**src/rtl/hpt_pkg.sv**
```systemverilog
package hpt_pkg;
  typedef enum logic [1:0] {ST_IDLE, ST_SEEK, ST_XFER} hpt_state_e;
endpackage

```
**src/rtl/hpt_rotor.sv**
```systemverilog
// Free-running rotational position: one word per interword interval.
module hpt_rotor #(
  parameter int TRK   = 5120,
  parameter int IVL_W = 12,
  parameter int POS_W = 13
) (
  input  logic             clk,
  input  logic             rst,
  input  logic [IVL_W-1:0] ivl,
  output logic [POS_W-1:0] pos
);
  logic [IVL_W-1:0] cnt;
  logic [IVL_W-1:0] ivl_last;
  logic             tick;

  assign ivl_last = (ivl == '0) ? '0 : ivl - 1'b1;
  assign tick     = (cnt >= ivl_last);

  always_ff @(posedge clk) begin
    if (rst) begin
      cnt <= '0;
      pos <= '0;
    end else if (tick) begin
      cnt <= '0;
      pos <= (pos == POS_W'(TRK - 1)) ? '0 : pos + 1'b1;
    end else begin
      cnt <= cnt + 1'b1;
    end
  end
endmodule

```
**src/rtl/hpt_lock_check.sv**
```systemverilog
// Maps a disk address to its lock group and reports whether writes are barred.
module hpt_lock_check #(
  parameter int DA_W      = 20,
  parameter int GRP_WORDS = 51200,
  parameter int NLOCK     = 20
) (
  input  logic [DA_W-1:0]  da,
  input  logic [NLOCK-1:0] wlock,
  output logic             locked
);
  localparam int IDX_W = (NLOCK > 1) ? $clog2(NLOCK) : 1;
  logic [DA_W-1:0] grp;

  assign grp = da / DA_W'(GRP_WORDS);

  generate
    if (NLOCK > 1) begin : g_multi
      assign locked = (grp < DA_W'(NLOCK)) ? wlock[grp[IDX_W-1:0]] : 1'b0;
    end else begin : g_single
      assign locked = (grp == '0) ? wlock[0] : 1'b0;
    end
  endgenerate
endmodule

```
**src/rtl/hpt_xfer.sv**
```systemverilog
module hpt_xfer
  import hpt_pkg::*;
#(
  parameter int DW    = 18,
  parameter int WPS   = 64,
  parameter int SPT   = 80,
  parameter int NTRK  = 200,
  parameter int TPL   = 10,
  parameter int MA_W  = 15,
  parameter int IVL_W = 12,
  parameter int WC_W  = 16,
  localparam int TRK   = WPS * SPT,
  localparam int DISK  = TRK * NTRK,
  localparam int DA_W  = $clog2(DISK),
  localparam int POS_W = $clog2(TRK),
  localparam int NLOCK = NTRK / TPL
) (
  input  logic             clk,
  input  logic             rst,
  input  logic             start,
  input  logic             cancel,
  input  logic             write_dir,
  input  logic             burst,
  input  logic [DA_W-1:0]  start_da,
  input  logic [MA_W-1:0]  start_ma,
  input  logic [WC_W-1:0]  start_wc,
  input  logic [IVL_W-1:0] ivl,
  input  logic [NLOCK-1:0] wlock,
  input  logic             media_ok,
  output logic [DA_W-1:0]  disk_addr,
  input  logic [DW-1:0]    disk_rdata,
  output logic             disk_we,
  output logic [DA_W-1:0]  disk_waddr,
  output logic [DW-1:0]    disk_wdata,
  output logic [MA_W-1:0]  mem_addr,
  input  logic             mem_addr_ok,
  input  logic [DW-1:0]    mem_rdata,
  output logic             mem_we,
  output logic [MA_W-1:0]  mem_waddr,
  output logic [DW-1:0]    mem_wdata,
  output logic             busy,
  output logic [WC_W-1:0]  word_cnt,
  output logic [POS_W-1:0] rot_pos,
  output logic             done,
  output logic             ill_addr,
  output logic             not_ready
);
  hpt_state_e       st;
  logic [DA_W-1:0]  da;
  logic [MA_W-1:0]  ma;
  logic [WC_W-1:0]  wc;
  logic             wr_q, bst_q;
  logic [IVL_W-1:0] gap;

  logic [IVL_W-1:0] ivl_last;
  logic [POS_W-1:0] tgt;
  logic             due, locked;
  logic [WC_W-1:0]  wc_inc;
  logic [DA_W-1:0]  da_inc;

  hpt_rotor #(.TRK(TRK), .IVL_W(IVL_W), .POS_W(POS_W)) u_rotor (
    .clk(clk), .rst(rst), .ivl(ivl), .pos(rot_pos)
  );

  hpt_lock_check #(.DA_W(DA_W), .GRP_WORDS(TRK * TPL), .NLOCK(NLOCK)) u_lock (
    .da(da), .wlock(wlock), .locked(locked)
  );

  assign ivl_last = (ivl == '0) ? '0 : ivl - 1'b1;
  assign tgt      = POS_W'(da % DA_W'(TRK));
  assign due      = ((st == ST_SEEK) && (rot_pos == tgt)) ||
                    ((st == ST_XFER) && (gap == '0));
  assign wc_inc   = wc + 1'b1;
  assign da_inc   = (da == DA_W'(DISK - 1)) ? '0 : da + 1'b1;

  assign busy      = (st != ST_IDLE);
  assign disk_addr = da;
  assign mem_addr  = ma;
  assign word_cnt  = wc;

  always_ff @(posedge clk) begin
    if (rst) begin
      st         <= ST_IDLE;
      da         <= '0;
      ma         <= '0;
      wc         <= '0;
      wr_q       <= 1'b0;
      bst_q      <= 1'b0;
      gap        <= '0;
      disk_we    <= 1'b0;
      disk_waddr <= '0;
      disk_wdata <= '0;
      mem_we     <= 1'b0;
      mem_waddr  <= '0;
      mem_wdata  <= '0;
      done       <= 1'b0;
      ill_addr   <= 1'b0;
      not_ready  <= 1'b0;
    end else begin
      disk_we   <= 1'b0;
      mem_we    <= 1'b0;
      done      <= 1'b0;
      ill_addr  <= 1'b0;
      not_ready <= 1'b0;
      if (st == ST_IDLE) begin
        if (start && !cancel) begin
          da    <= start_da;
          ma    <= start_ma;
          wc    <= start_wc;
          wr_q  <= write_dir;
          bst_q <= burst;
          gap   <= '0;
          st    <= ST_SEEK;
        end
      end else if (cancel) begin
        st <= ST_IDLE;
      end else if (!due) begin
        if (st == ST_XFER) gap <= gap - 1'b1;
      end else if ((st == ST_SEEK) && !media_ok) begin
        not_ready <= 1'b1;
        done      <= 1'b1;
        st        <= ST_IDLE;
      end else if (wr_q && locked) begin
        ill_addr <= 1'b1;
        done     <= 1'b1;
        st       <= ST_IDLE;
      end else begin
        if (wr_q) begin
          disk_we    <= 1'b1;
          disk_waddr <= da;
          disk_wdata <= mem_rdata;
        end else if (mem_addr_ok) begin
          mem_we    <= 1'b1;
          mem_waddr <= ma;
          mem_wdata <= disk_rdata;
        end
        wc  <= wc_inc;
        ma  <= ma + 1'b1;
        da  <= da_inc;
        gap <= bst_q ? '0 : ivl_last;
        if (wc_inc == '0) begin
          done <= 1'b1;
          st   <= ST_IDLE;
        end else begin
          st <= ST_XFER;
        end
      end
    end
  end
endmodule

```
**config.mk**
```make
export PLATFORM = sky130hd
export DESIGN_NAME = hpt_xfer
export DESIGN_NICKNAME = d
export VERILOG_FILES = /design/src/rtl/hpt_pkg.sv /design/src/rtl/hpt_rotor.sv /design/src/rtl/hpt_lock_check.sv /design/src/rtl/hpt_xfer.sv
export SDC_FILE = /design/constraint.sdc
export NUM_CORES = 1
export LEC_CHECK = 0
export BUFFER_PORTS_ARGS = -buffer_cell sky130_fd_sc_hd__buf_4
export CORE_ASPECT_RATIO = 0.9
export CORE_MARGIN = 10
export CORE_UTILIZATION = 49
export DETAILED_ROUTE_END_ITERATION = 6
export PLACE_DENSITY = 0.75
export REMOVE_ABC_BUFFERS = 1
export SETUP_SLACK_MARGIN = 0.05
export SLEW_MARGIN = 20
export SYNTH_ARGS = -nofsm -noshare
export SYNTH_HDL_FRONTEND = slang
export SYNTH_SLANG_ARGS = --single-unit
```
**constraint.sdc**
```tcl
create_clock -name clk -period 4.9 [get_ports clk]
set_input_delay 0.735 -clock clk [delete_from_list [all_inputs] [get_ports clk]]
set_output_delay 0.735 -clock clk [all_outputs]
set_load 0.05 [all_outputs]
```
# After elaboration in Yosys (flattened, before gate mapping)
# Index checks and enable logic that the tools add are counted.
[op_classes]
bitwise_logic = 6
muxes = 46
eq_ne = 11
reduce_logical = 27
n_addsub = 7
n_lt_le_gt_ge = 3
div = 2
[ops]
columns = ["operator", "n"]
rows = [
  ["$mux 20", 7],
  ["$mux 12", 9],
  ["$mux 16", 6],
  ["$mux 15", 6],
  ["$logic_not 12->1", 2],
  ["$sub 12x1->12 const B", 2],
  ["$add 20x1->20 const B", 1],
  ["$div 20x16->20 const B", 1],
  ["$eq 20x20->1 const B", 1],
  ["$lt 20x5->1 const B", 1],
  ["$mod 20x13->20 const B", 1],
  ["$add 16x1->16 const B", 1],
  ["$logic_not 16->1", 1],
  ["$add 15x1->15 const B", 1],
  ["$mux 2", 7],
  ["$add 13x1->13 const B", 1],
  ["$eq 13x13->1", 1],
  ["$eq 13x13->1 const B", 1],
  ["$mux 13", 1],
  ["$add 12x1->12 const B", 1],
  ["$ge 12x12->1", 1],
  ["$reduce_and 5->1", 2],
  ["$mux 1", 9],
  ["$reduce_and 7->1", 1],
  ["21 further kinds", 37],
]
[totals]
regBits = 168
in_bits = 127
out_inout_bits = 141

# Depth between registers and ports, before layout
# Gate-level depths: netlist (run 1).
[logic_depth]
depth_word = 10
depth_mapped = 22
mapped_depth_nobuf = 20

# Cells and area by module
# From an unflattened synthesis (run 1), not the netlist that was laid out.
[hier_totals]
hier_cells = 1434
area_unflattened_um2 = 10923.0
[modules_own_cells]
columns = ["mod", "area_each_um2", "instances", "seq_area_each_um2", "cells_per_inst"]
rows = [
  ["hpt_xfer", 8180.3, 1, 2862.7, 1069],
  ["hpt_rotor", 1679.1, 1, 500.5, 212],
  ["hpt_lock_check", 1063.5, 1, 0.0, 153],
]

# Worst setup path after synthesis (run 1)
# Ideal clock, no wire load.
[synth_timing]
kind = "input port to flip-flop"
start = "in ivl[4]"
end = "reg u_rotor.pos[8]"
stages = 22
setup_slack_ns = -0.202
arrival_time_ns = 4.987
path_buffers = 2
required_ns = 4.785
setup_time_ns = 0.115
path_cell_list = "or4_1 -> nor4_1 -> nor3b_1 -> and3_1 -> nor2_1 -> ha_1 -> nand2b_1 -> a21o_1 -> a21o_1 -> a21o_1 -> a21o_1 -> a21o_1 -> a21o_1 -> a21o_1 -> a21o_1 -> a21oi_1 -> o21bai_1 -> a21oi_1 -> clkbuf_1 -> clkbuf_1 -> nor4_1 -> o21a_1"
[synth_via]
elab_chain_cells = 3
[synth_rtl]
columns = ["item", "line", "text"]
rows = [
  ["from (decl)", "hpt_xfer.sv:27", "input logic [IVL_W-1:0] ivl,"],
  ["$sub 12x1->12 / $logic_not 12->1 (equally long branches)", "hpt_rotor.sv:16", "assign ivl_last = (ivl == '0) ? '0 : ivl - 1'b1;"],
  ["$mux 12 *", "hpt_rotor.sv:16", ""],
  ["$ge 12x12->1 *", "hpt_rotor.sv:17", "assign tick = (cnt >= ivl_last);"],
  ["to (signal assigned)", "hpt_rotor.sv:25", "pos <= (pos == POS_W'(TRK - 1)) ? '0 : pos + 1'b1;"],
  ["to (decl)", "hpt_rotor.sv:10", "output logic [POS_W-1:0] pos"],
]
# Every way passes the cells marked *; elsewhere a longest branch is shown, timed or not.
# A chain may end at the register's enable or synchronous reset.

# Worst setup path after layout (run 1)
[layout_timing]
start = "reg da[16], in the netlist disk_addr[16]"
end = "reg disk_wdata[0]"
[layout_via]
elab_chain_cells = 7
[layout_rtl]
columns = ["item", "line", "text"]
rows = [
  ["from (decl)", "hpt_xfer.sv:49", "logic [DA_W-1:0] da;"],
  ["from (signal assigned)", "hpt_xfer.sv:107", "da <= start_da;"],
  ["from (signal assigned)", "hpt_xfer.sv:139", "da <= da_inc;"],
  ["parallel branches: the longest is 6 deep, another holds $div 20x16->20", "--", ""],
  ["$reduce_and 6->1 (no line) *", "--", ""],
  ["to (signal assigned)", "hpt_xfer.sv:131", "disk_wdata <= mem_rdata;"],
  ["to (decl)", "hpt_xfer.sv:34", "output logic [DW-1:0] disk_wdata,"],
]
# Every way passes the cells marked *. The select of a mux whose other input is x is not followed.

==> results of run 1 <==
-- cells in the mapped netlist, drive strengths merged (5+ instances only) --
master and count:
nand3 58, nor4 15, dfxtp 168, ha 21, mux2 8, o2111ai 5
buf 42, xnor2 30, nor4b 15, a22o 9, nor2 149, o31ai 31
o211ai 13, or3 13, a21bo 6, clkbuf 56, nand4 7, inv 29
o21ai 63, a211oi 21, a31o 9, nor2b 6, nand3b 15, a21o 17
xor2 31, and3 34, a32o 21, or2 9, nand2b 16, a21oi 81
a21boi 5, and2 5, nor3 39, nand2 192, or4 10, mux2i 58
nor3b 5, a31oi 6, o22ai 6, a22oi 8
-- metal layers --
layer	vias to the layer above	global-route usage
met5	-	0
met4	0	0.07446
met3	57	0.06783
met2	512	0.3926
met1	5488	0.3111
li1	5679	-
-- worst max path at each step --
stage                      to  depth (start not counted)
6_report        disk_wdata[0]                         17
5_1_grt        disk_wdata[11]                         19
4_1_cts           mem_addr[4]                         17
3_5_place_dp      mem_addr[3]                         17
3_3_place_gp     disk_addr[1]                         18
2_1_floorplan  disk_waddr[16]                         14
-- state kept, by name (all words and copies together) (netlist names), 13 cells and up --
name / count
disk_addr: 20
disk_waddr: 20
disk_wdata: 18
mem_wdata: 18
word_cnt: 16
mem_addr: 15
mem_waddr: 15
u_rotor.pos: 13
-- what timing repair did --
item,in CTS,in global routing
gates resized for setup,7,47
pin swaps,1,13
setup endpoints to repair,100,147
setup buffers,2,10
gates cloned,1,3
-- worst reg2reg max path: cells and delay by family (launching register included) --
kind | cells | cell delay, ns
AND/OR/NAND/NOR | 7 | 1.71
AO/OA/AOI/OAI | 3 | 0.99
buffers and inverters | 3 | 0.54
multiplexers | 2 | 0.53
flip-flops | 1 | 0.45
XOR/XNOR | 2 | 0.37
-- final cells by class --
class                   count  share of cell area
flip-flops and latches    168              0.2305
well taps                 291             0.02484
clock inverters            15             0.01417
repair buffers            375              0.2037
multi-input cells        1098              0.4895
inverters                  31            0.008196
clock buffers              17             0.02903
-- layout by cell type (no fill, tap or decap), types with 6 or more instances in the layout --
cell,count
nand4_1,7
nor3_1,36
or4_1,9
nor4_1,10
nand2_1,190
a31o_2,9
a32o_1,21
buf_12,7
or2_2,6
or3_1,13
a22o_1,9
nand3b_1,15
mux2i_1,57
a21oi_1,78
and3_1,34
a21o_1,17
clkbuf_16,19
inv_1,28
nor4b_1,13
a211oi_1,14
nand3_1,58
nor2_1,145
ha_1,21
o211ai_1,13
xor2_1,31
a22oi_1,8
buf_4,359
o21ai_0,59
mux2_2,7
a21bo_2,6
a211oi_2,6
o31ai_1,29
nand2b_1,15
xnor2_1,29
clkinv_8,6
dfxtp_1,162
-- report_power, final --
part,internal [mW],switching [mW]
clock,0.744,0.681
combinational,0.485,0.650
sequential,1.40,0.0635
total,2.63,1.39
-- metrics by stage --
stage / instances / TNS [ns] / setup WS [ns] / power, mW
floorplan: 1297 / -258.09 / -2.490 / 2.117
global placement: 1947 / -4.590 / -0.1026 / 2.520
detailed placement: 1947 / -14.81 / -0.1837 / 2.537
CTS: 1982 / 0 / 0.06877 / 3.967
global route: 1995 / 0 / 0.01869 / 4.197
finish: 1995 / 0 / 0.1884 / 4.028
-- cell families after synthesis --
family | Yosys count | share of synthesized area
and+or+nand+nor | 596 | 0.2666
DFF | 168 | 0.3085
adders and majority gates | 21 | 0.02410
muxes | 66 | 0.06186
buffers and inverters | 129 | 0.05452
xor gates and xnor gates | 61 | 0.04901
AOI/OAI and AO/OA | 354 | 0.2354
==> run metrics, run 1 <==
status finished clean; max-slew violation count 0; CP arrival approximately 5.0 ns; Num Clock Sinks roughly 170; min Tclk post-route 4.712 ns; VDD IR max between 0.0002 and 0.00025 V; vias in the first global route 11070; Top delay family on crit path simple AND/OR/NAND/NOR gates; Final ANT Viol Nets 0; # port buffers 267; core area 0.02176 mm2; clk_skew ~0.016 ns; DR WL met3 3.672 mm; Hold Buf Count CTS 0; Netlist cell types 93; Least-Margin Pin Slew just under 0.8 ns; hold path depth 2; Max Cap Viol 0; Synth Flop Type dfxtp_1; ys async rst share 0; EDFF count, synth 0; Final Hold Violating Endpoints 0; DR DRC count 0; Gate Count Post-Synth about 1400; synthesized area 0.01090 mm2; final instance area 0.01466 mm2; Nets 1839; largest net degree at the start of global routing 63; routed wl met2 17.34 mm; crit end category flop; Critical Path Start Type flop; largest area contributor in the netlist dfxtp_1; clock-pin slew on the worst setup and hold paths 0.08 ns; R2R Setup Slk 0.19 ns; Ant. Diodes 0; die footprint 0.02862 mm2; worst r2r src disk_addr[16]; Syn Area/Cell 7.815 um2; CP max stage cell or4_4; initial antenna violation count 0; synthesis-stage register bit count 168; Die X around 180 um; initial DRC count 1062; period utilisation layout 0.9615; R2R depth 17; CTS Buffer Depth 2; area post-placement roughly 0.014 mm2; chip height 161.5 um; global-route wire length before repair around 58 mm; worst hold path type reg -> reg; Metal-1 WL 15.84 mm; Global Route Usage Sum 0.2446; final WL 37.70 mm; Final Setup Violations 0; Layout fillers 1855; depth of the CTS H-tree 4; Top Metal Used met4; post-synth top area share 0.3085; crit path buf inv count 3; worst r2r dst disk_wdata[0]; share of cells above drive strength 1 0.2928; unrepaired setup endpoints after global routing true; register area share after synthesis 0.3085; area of the multi-input gates approximately 0.0072 mm2; Max FO, Critical Path 10; WHS Endpoint mem_wdata[2]; Crit. Startpoint disk_addr[16]; IO Pins 268; WL per Instance 18.90 um; slew margin rel. 0.4656; YS warnings 0; CTS tree yes; vias 11740; first drt pass iteration count 7; pwr dens 274.8 mW/mm2; Req. time, crit path ~5.2 ns; leak pwr 6.175 nW; final core utilization 0.6735; Crit path largest cell delay 0.57 ns; grt total ovfl 0; GP Congestion 0.9863; # rows 51; Hold Crit Start mem_wdata[2]; Area Overhead vs Synth 34.43%; via-per-instance ratio 5.883; Storage cell area 0.003378 mm2; top cells by area, synth dfxtp_1, nand2_1, mux2i_1; HPWL after DPL 27.29 mm; WS Path Type reg -> reg; worst hold slack 0.4529 ns; Num CTS Buffers 17; Initial Utilization 0.5010; CP Cell Sequence and2b_1 -> xnor2_1 -> a221oi_2 -> xnor2_1 -> mux2_4 -> nor2_1 -> nor3_1 -> or4_4 -> a2111oi_4 -> a21oi_2 -> or2_1 -> buf_4 -> nor3_4 -> buf_6 -> clkbuf_16 -> mux2i_1 -> nor2_1; Clock Tree Root clkbuf_16; Worst-Skew Late Latency 0.44 ns; fmax around 210 MHz
Note: power is estimated with default switching activity, not from simulation.
==> run 2: changes to the inputs <==
==> constraint.sdc (replaced) <==
create_clock -name clk -period 4.9 [get_ports clk]
set_input_delay 0.49 -clock clk [delete_from_list [all_inputs] [get_ports clk]]
set_output_delay 0.49 -clock clk [all_outputs]
set_load 0.05 [all_outputs]
==> run 2 against run 1 <==
  * Setup slack got worse by 0.013 ns
  * Wire length fell by 2.1%
  * Non-clock buffer count fell by 30
  * Die area did not move
  * Global-route usage fell by 0.51 points
  * Flip-flop and latch count did not move
  * First-iteration DRC count barely moved
  * Critical endpoint is now disk_addr[19]
  * Largest cell class unchanged
==> run metrics, run 2 (synthesis results as in run 1) <==
max-slew violation count 0 (unchanged); pwr dens 273.3 mW/mm2 (was 274.8 mW/mm2); leak pwr 6.015 nW (was 6.175 nW); global-route wire length before repair 57.41 mm (was 58.39 mm); CP arrival 5.02 ns (was 5.03 ns); worst hold slack 0.2832 ns (was 0.4529 ns); Die X 177.2 um (unchanged); Nets 1810 (was 1839); GP Congestion 0.9793 (was 0.9863); Global Route Usage Sum 0.2395 (was 0.2446); Final Hold Violating Endpoints 0 (unchanged); WS Path Type reg -> reg (unchanged); Ant. Diodes 0 (unchanged); Num CTS Buffers 17 (unchanged); Hold Buf Count CTS 0 (unchanged); VDD IR max 0.0001942 V (was 0.0002226 V); die footprint 0.02862 mm2 (unchanged); Critical Path Start Type flop (unchanged); vias 11590 (was 11740); post-place setup slack -0.06711 ns (was -0.1837 ns); unrepaired setup endpoints after global routing true (unchanged); CTS Buffer Depth 2 (unchanged); Area Overhead vs Synth 32.14% (was 34.43%); area post-placement 0.01339 mm2 (was 0.01359 mm2); # port buffers 267 (unchanged); Final Setup Violations 0 (unchanged); Initial Utilization 0.5010 (unchanged); chip height 161.5 um (unchanged); share of cells above drive strength 1 0.2806 (was 0.2928); vias in the first global route 10750 (was 11070); hold path depth 3 (was 2); Max Cap Viol 0 (unchanged); status finished clean (unchanged); IO Pins 268 (unchanged); slew margin rel. 0.2444 (was 0.4656); Least-Margin Pin Slew 1.132 ns (was 0.7814 ns); Max FO, Critical Path 16 (was 10); clk_skew 0.01305 ns (was 0.01571 ns); final instance area 0.01441 mm2 (was 0.01466 mm2); crit end category flop (unchanged); HPWL after DPL 26.38 mm (was 27.29 mm); initial antenna violation count 0 (unchanged); slack of the critical path 0.1757 ns (was 0.1884 ns); via-per-instance ratio 5.895 (was 5.883); most common cell after layout, fill and taps aside buf_4 (unchanged); WHS Endpoint disk_wdata[13] (was mem_wdata[2]); WL per Instance 18.78 um (was 18.90 um); DR DRC count 0 (unchanged); min Tclk post-route 4.724 ns (was 4.712 ns); fmax 211.7 MHz (was 212.2 MHz); worst r2r src disk_addr[16] (unchanged); grt total ovfl 0 (unchanged); depth of the CTS H-tree 4 (unchanged); commonest cells after routing, fill and taps aside buf_4, nand2_1, dfxtp_1 (unchanged); core area 0.02176 mm2 (unchanged); largest net degree at the start of global routing 63 (unchanged); Crit. Startpoint disk_addr[16] (unchanged); Hold Crit Start mem_rdata[13] (was mem_wdata[2]); final WL 36.92 mm (was 37.70 mm); initial DRC count 1061 (was 1062); clock-pin slew on the worst setup and hold paths 0.08 ns (about the same); Req. time, crit path 5.20 ns (was 5.22 ns); period utilisation layout 0.9641 (was 0.9615); first drt pass iteration count 5 (was 7); R2R Setup Slk 0.18 ns (was 0.19 ns); worst r2r dst disk_addr[19] (was disk_wdata[0]); worst hold path type in -> reg (was reg -> reg); R2R depth 17 (unchanged); total power 3.937 mW (was 4.028 mW); Worst-Skew Late Latency 0.44 ns (about the same); final core utilization 0.6620 (was 0.6735); Final ANT Viol Nets 0 (unchanged); Num Clock Sinks 168 (unchanged); Clock Tree Root clkbuf_16 (unchanged); CTS tree yes (unchanged); # rows 51 (unchanged)
## run 2: per-stage QoR
step,std cells,TNS [ns]
3_3_place_gp,1919,0
3_5_place_dp,1919,-1.708
4_1_cts,1951,0
6_report,1966,0
5_1_grt,1966,-0.1080
2_1_floorplan,1297,-252.60
## run 2: where the power goes
group / internal [mW] / switching, mW
clock network: 0.694 / 0.678
logic: 0.457 / 0.637
registers: 1.40 / 0.0693
total: 2.55 / 1.38
## run 2: cell type report
type / count / area [um2]
fillers: 1871 / 7355
repair buffers: 345 / 2740
clock buffers: 17 / 425.4
clock inverters: 15 / 177.7
multi-input cells: 1098 / 7194
repair inverters: 1 / 5.005
flip-flops and latches: 168 / 3378
well taps: 291 / 364.1
inverters: 31 / 120.1
## run 2: worst max-delay path by stage
stage	end	cells after the start
after floorplan	disk_waddr[16]	14
after global placement	word_cnt[7]	16
after detailed placement	u_rotor.pos[5]	22
after CTS	mem_addr[5]	16
after global routing	mem_addr[13]	17
final	disk_addr[19]	17
## run 2: critical path, cell delays in order (launching register included)
cell and delay (ns):
dfxtp_4 0.39, buf_4 0.20, nor2b_2 0.17, a32oi_1 0.32, a31oi_2 0.22, and3b_2 0.31
nor4_2 0.36, o22ai_2 0.16, or3_1 0.43, nor2_1 0.17, mux2_2 0.38, a211oi_4 0.38
a211oi_2 0.09, nor4b_4 0.32, buf_4 0.20, buf_12 0.17, mux2i_1 0.20, o22ai_1 0.09
## run 2: what timing repair did
| item | 4_1_cts | 5_1_grt |
|---|---|---|
| gates cloned | 0 | 3 |
| setup endpoints to repair | 97 | 140 |
| pin swaps | 1 | 10 |
| gates resized for setup | 7 | 51 |
| setup buffers | 0 | 12 |
## run 2: per-layer routing
metal  part of all wire  up-vias  track usage
li1                   -     5615            -
met1               0.43     5439       0.3143
met2               0.46      491       0.3833
met3              0.092       44      0.05874
met4              0.018        0      0.06147
met5                  0        -            0
==> run 3: changes to the inputs <==
MAX_ROUTING_LAYER = met4   (was unset)
==> run 3 against run 2 <==
  * Design area increased by 0.54%
  * Clock skew increased by 0.0037 ns
  * Register-to-register slack got worse by 0.02 ns
==> run metrics, run 3 (synthesis results as in run 1) <==
max-slew violation count 0 (unchanged); Max Cap Viol 0 (unchanged); leak pwr 6.054 nW (was 6.015 nW); setup TNS 0 ns (unchanged); vias 11570 (was 11590); share of cells above drive strength 1 0.2819 (was 0.2806); Final ANT Viol Nets 0 (unchanged); Die X 177.2 um (unchanged); Final Setup Violations 0 (unchanged); grt total ovfl 0 (unchanged); Max FO, Critical Path 32 (was 16); unrepaired setup endpoints after global routing true (unchanged); min Tclk post-route 4.747 ns (was 4.724 ns); HPWL after DPL 26.82 mm (was 26.38 mm); most common cell after layout, fill and taps aside buf_4 (unchanged); Worst-Skew Late Latency 0.44 ns (about the same); WL per Instance 18.91 um (was 18.78 um); # port buffers 267 (unchanged); final WL 37.23 mm (was 36.92 mm); CTS Buffer Depth 2 (unchanged); slack of the critical path 0.1531 ns (was 0.1757 ns); Storage cell area 0.003376 mm2 (was 0.003378 mm2); CP Cell Sequence buf_12 -> buf_4 -> or2_2 -> o22a_1 -> o221ai_4 -> nor4_1 -> a221oi_2 -> and2_4 -> o32ai_1 -> or4_4 -> a2111oi_4 -> a21oi_2 -> or2_1 -> buf_4 -> nor3_4 -> buf_12 -> buf_6 -> mux2i_1 -> nor2_1 (was buf_4 -> nor2b_2 -> a32oi_1 -> a31oi_2 -> and3b_2 -> nor4_2 -> o22ai_2 -> or3_1 -> nor2_1 -> mux2_2 -> a211oi_4 -> a211oi_2 -> nor4b_4 -> buf_4 -> buf_12 -> mux2i_1 -> o22ai_1); first drt pass iteration count 5 (unchanged); VDD IR max 0.0001752 V (was 0.0001942 V); Num CTS Buffers 17 (unchanged); CTS tree yes (unchanged); pwr dens 274.8 mW/mm2 (was 273.3 mW/mm2); die footprint 0.02862 mm2 (unchanged); Global Route Usage Sum 0.2505 (was 0.2395); Initial Utilization 0.5010 (unchanged); post-place setup slack 0.03921 ns (was -0.06711 ns); final core utilization 0.6656 (was 0.6620); initial antenna violation count 0 (unchanged); # rows 51 (unchanged); status finished clean (unchanged); Least-Margin Pin Slew 1.101 ns (was 1.132 ns); largest net degree at the start of global routing 54 (was 63); chip height 161.5 um (unchanged); initial DRC count 1101 (was 1061); Final Hold Violating Endpoints 0 (unchanged); vias in the first global route 11040 (was 10750); clk_skew 0.01671 ns (was 0.01305 ns); crit path buf inv count 5 (was 3); Layout fillers 1861 (was 1871); CP arrival 5.06 ns (was 5.02 ns); CP max stage cell or4_4 (was or3_1); Top delay family on crit path simple AND/OR/NAND/NOR gates (unchanged); core area 0.02176 mm2 (unchanged); Num Clock Sinks 168 (unchanged); crit end category flop (unchanged); Req. time, crit path 5.21 ns (was 5.20 ns); global-route wire length before repair 58.22 mm (was 57.41 mm); Crit path largest cell delay 0.45 ns (was 0.43 ns); GP Congestion 0.9540 (was 0.9793); fmax 210.7 MHz (was 211.7 MHz); commonest cells after routing, fill and taps aside buf_4, nand2_1, dfxtp_1 (unchanged); period utilisation layout 0.9688 (was 0.9641); depth of the CTS H-tree 4 (unchanged); DR DRC count 0 (unchanged); Area Overhead vs Synth 32.85% (was 32.14%); area of the multi-input gates 0.007151 mm2 (was 0.007194 mm2); Clock Tree Root clkbuf_16 (unchanged); worst hold slack 0.2846 ns (was 0.2832 ns); WS Path Type reg -> reg (unchanged); total power 3.980 mW (was 3.937 mW); Critical Path Start Type flop (unchanged); worst hold path type in -> reg (unchanged); Hold Buf Count CTS 0 (unchanged); Nets 1813 (was 1810); slew margin rel. 0.2649 (was 0.2444); Ant. Diodes 0 (unchanged); via-per-instance ratio 5.875 (was 5.895); clock-pin slew on the worst setup and hold paths 0.08 ns (about the same); IO Pins 268 (unchanged)
-- run 3: repair_timing --
item / in CTS / in global routing
buffers inserted: 2 / 4
gates resized for setup: 5 / 46
cloned: 1 / 3
pin swaps: 1 / 10
setup endpoints to repair: 24 / 135
-- run 3: stage by stage --
stage	cell area, um2	instances
floorplan	10420	1297
global placement	13500	1927
detailed placement	13500	1927
CTS	14180	1962
global route	14480	1969
finish	14480	1969
-- run 3: worst min-delay path, stage by stage --
cell and delay [ns]:
buf_4 0.08, mux2i_1 0.05, nor2_1 0.07
-- run 3: layout make-up --
cell class / count / area share
multi-input cells: 1098 / 0.4937
flip-flops and latches: 168 / 0.2331
repair buffers: 349 / 0.1971
clock buffers: 17 / 0.02937
well taps: 291 / 0.02514
clock inverters: 15 / 0.01330
inverters: 31 / 0.008294
-- run 3: layer usage --
layer,routed length [um],track usage,part of all wire,vias up
li1,-,-,-,5614
met1,16560,0.3228,0.44,5476
met2,17360,0.3943,0.47,431
met3,2715,0.04779,0.073,46
met4,595,0.06453,0.016,0
met5,0,-,0,-
-- run 3: power breakdown --
part	switching (mW)	internal (mW)
Clock	0.672	0.742
Sequential	0.0617	1.40
Combinational	0.639	0.463
Total	1.37	2.61
-- run 3: final timing paths --
path	startpoint	to	slack (ns)	cells after the start
max	disk_addr[15]	disk_waddr[5]	0.15	19
min	mem_rdata[2]	disk_wdata[2]	0.28	3
max reg2reg	disk_addr[15]	disk_waddr[5]	0.15	19
min reg2reg	mem_wdata[2]	mem_wdata[2]	0.45	2
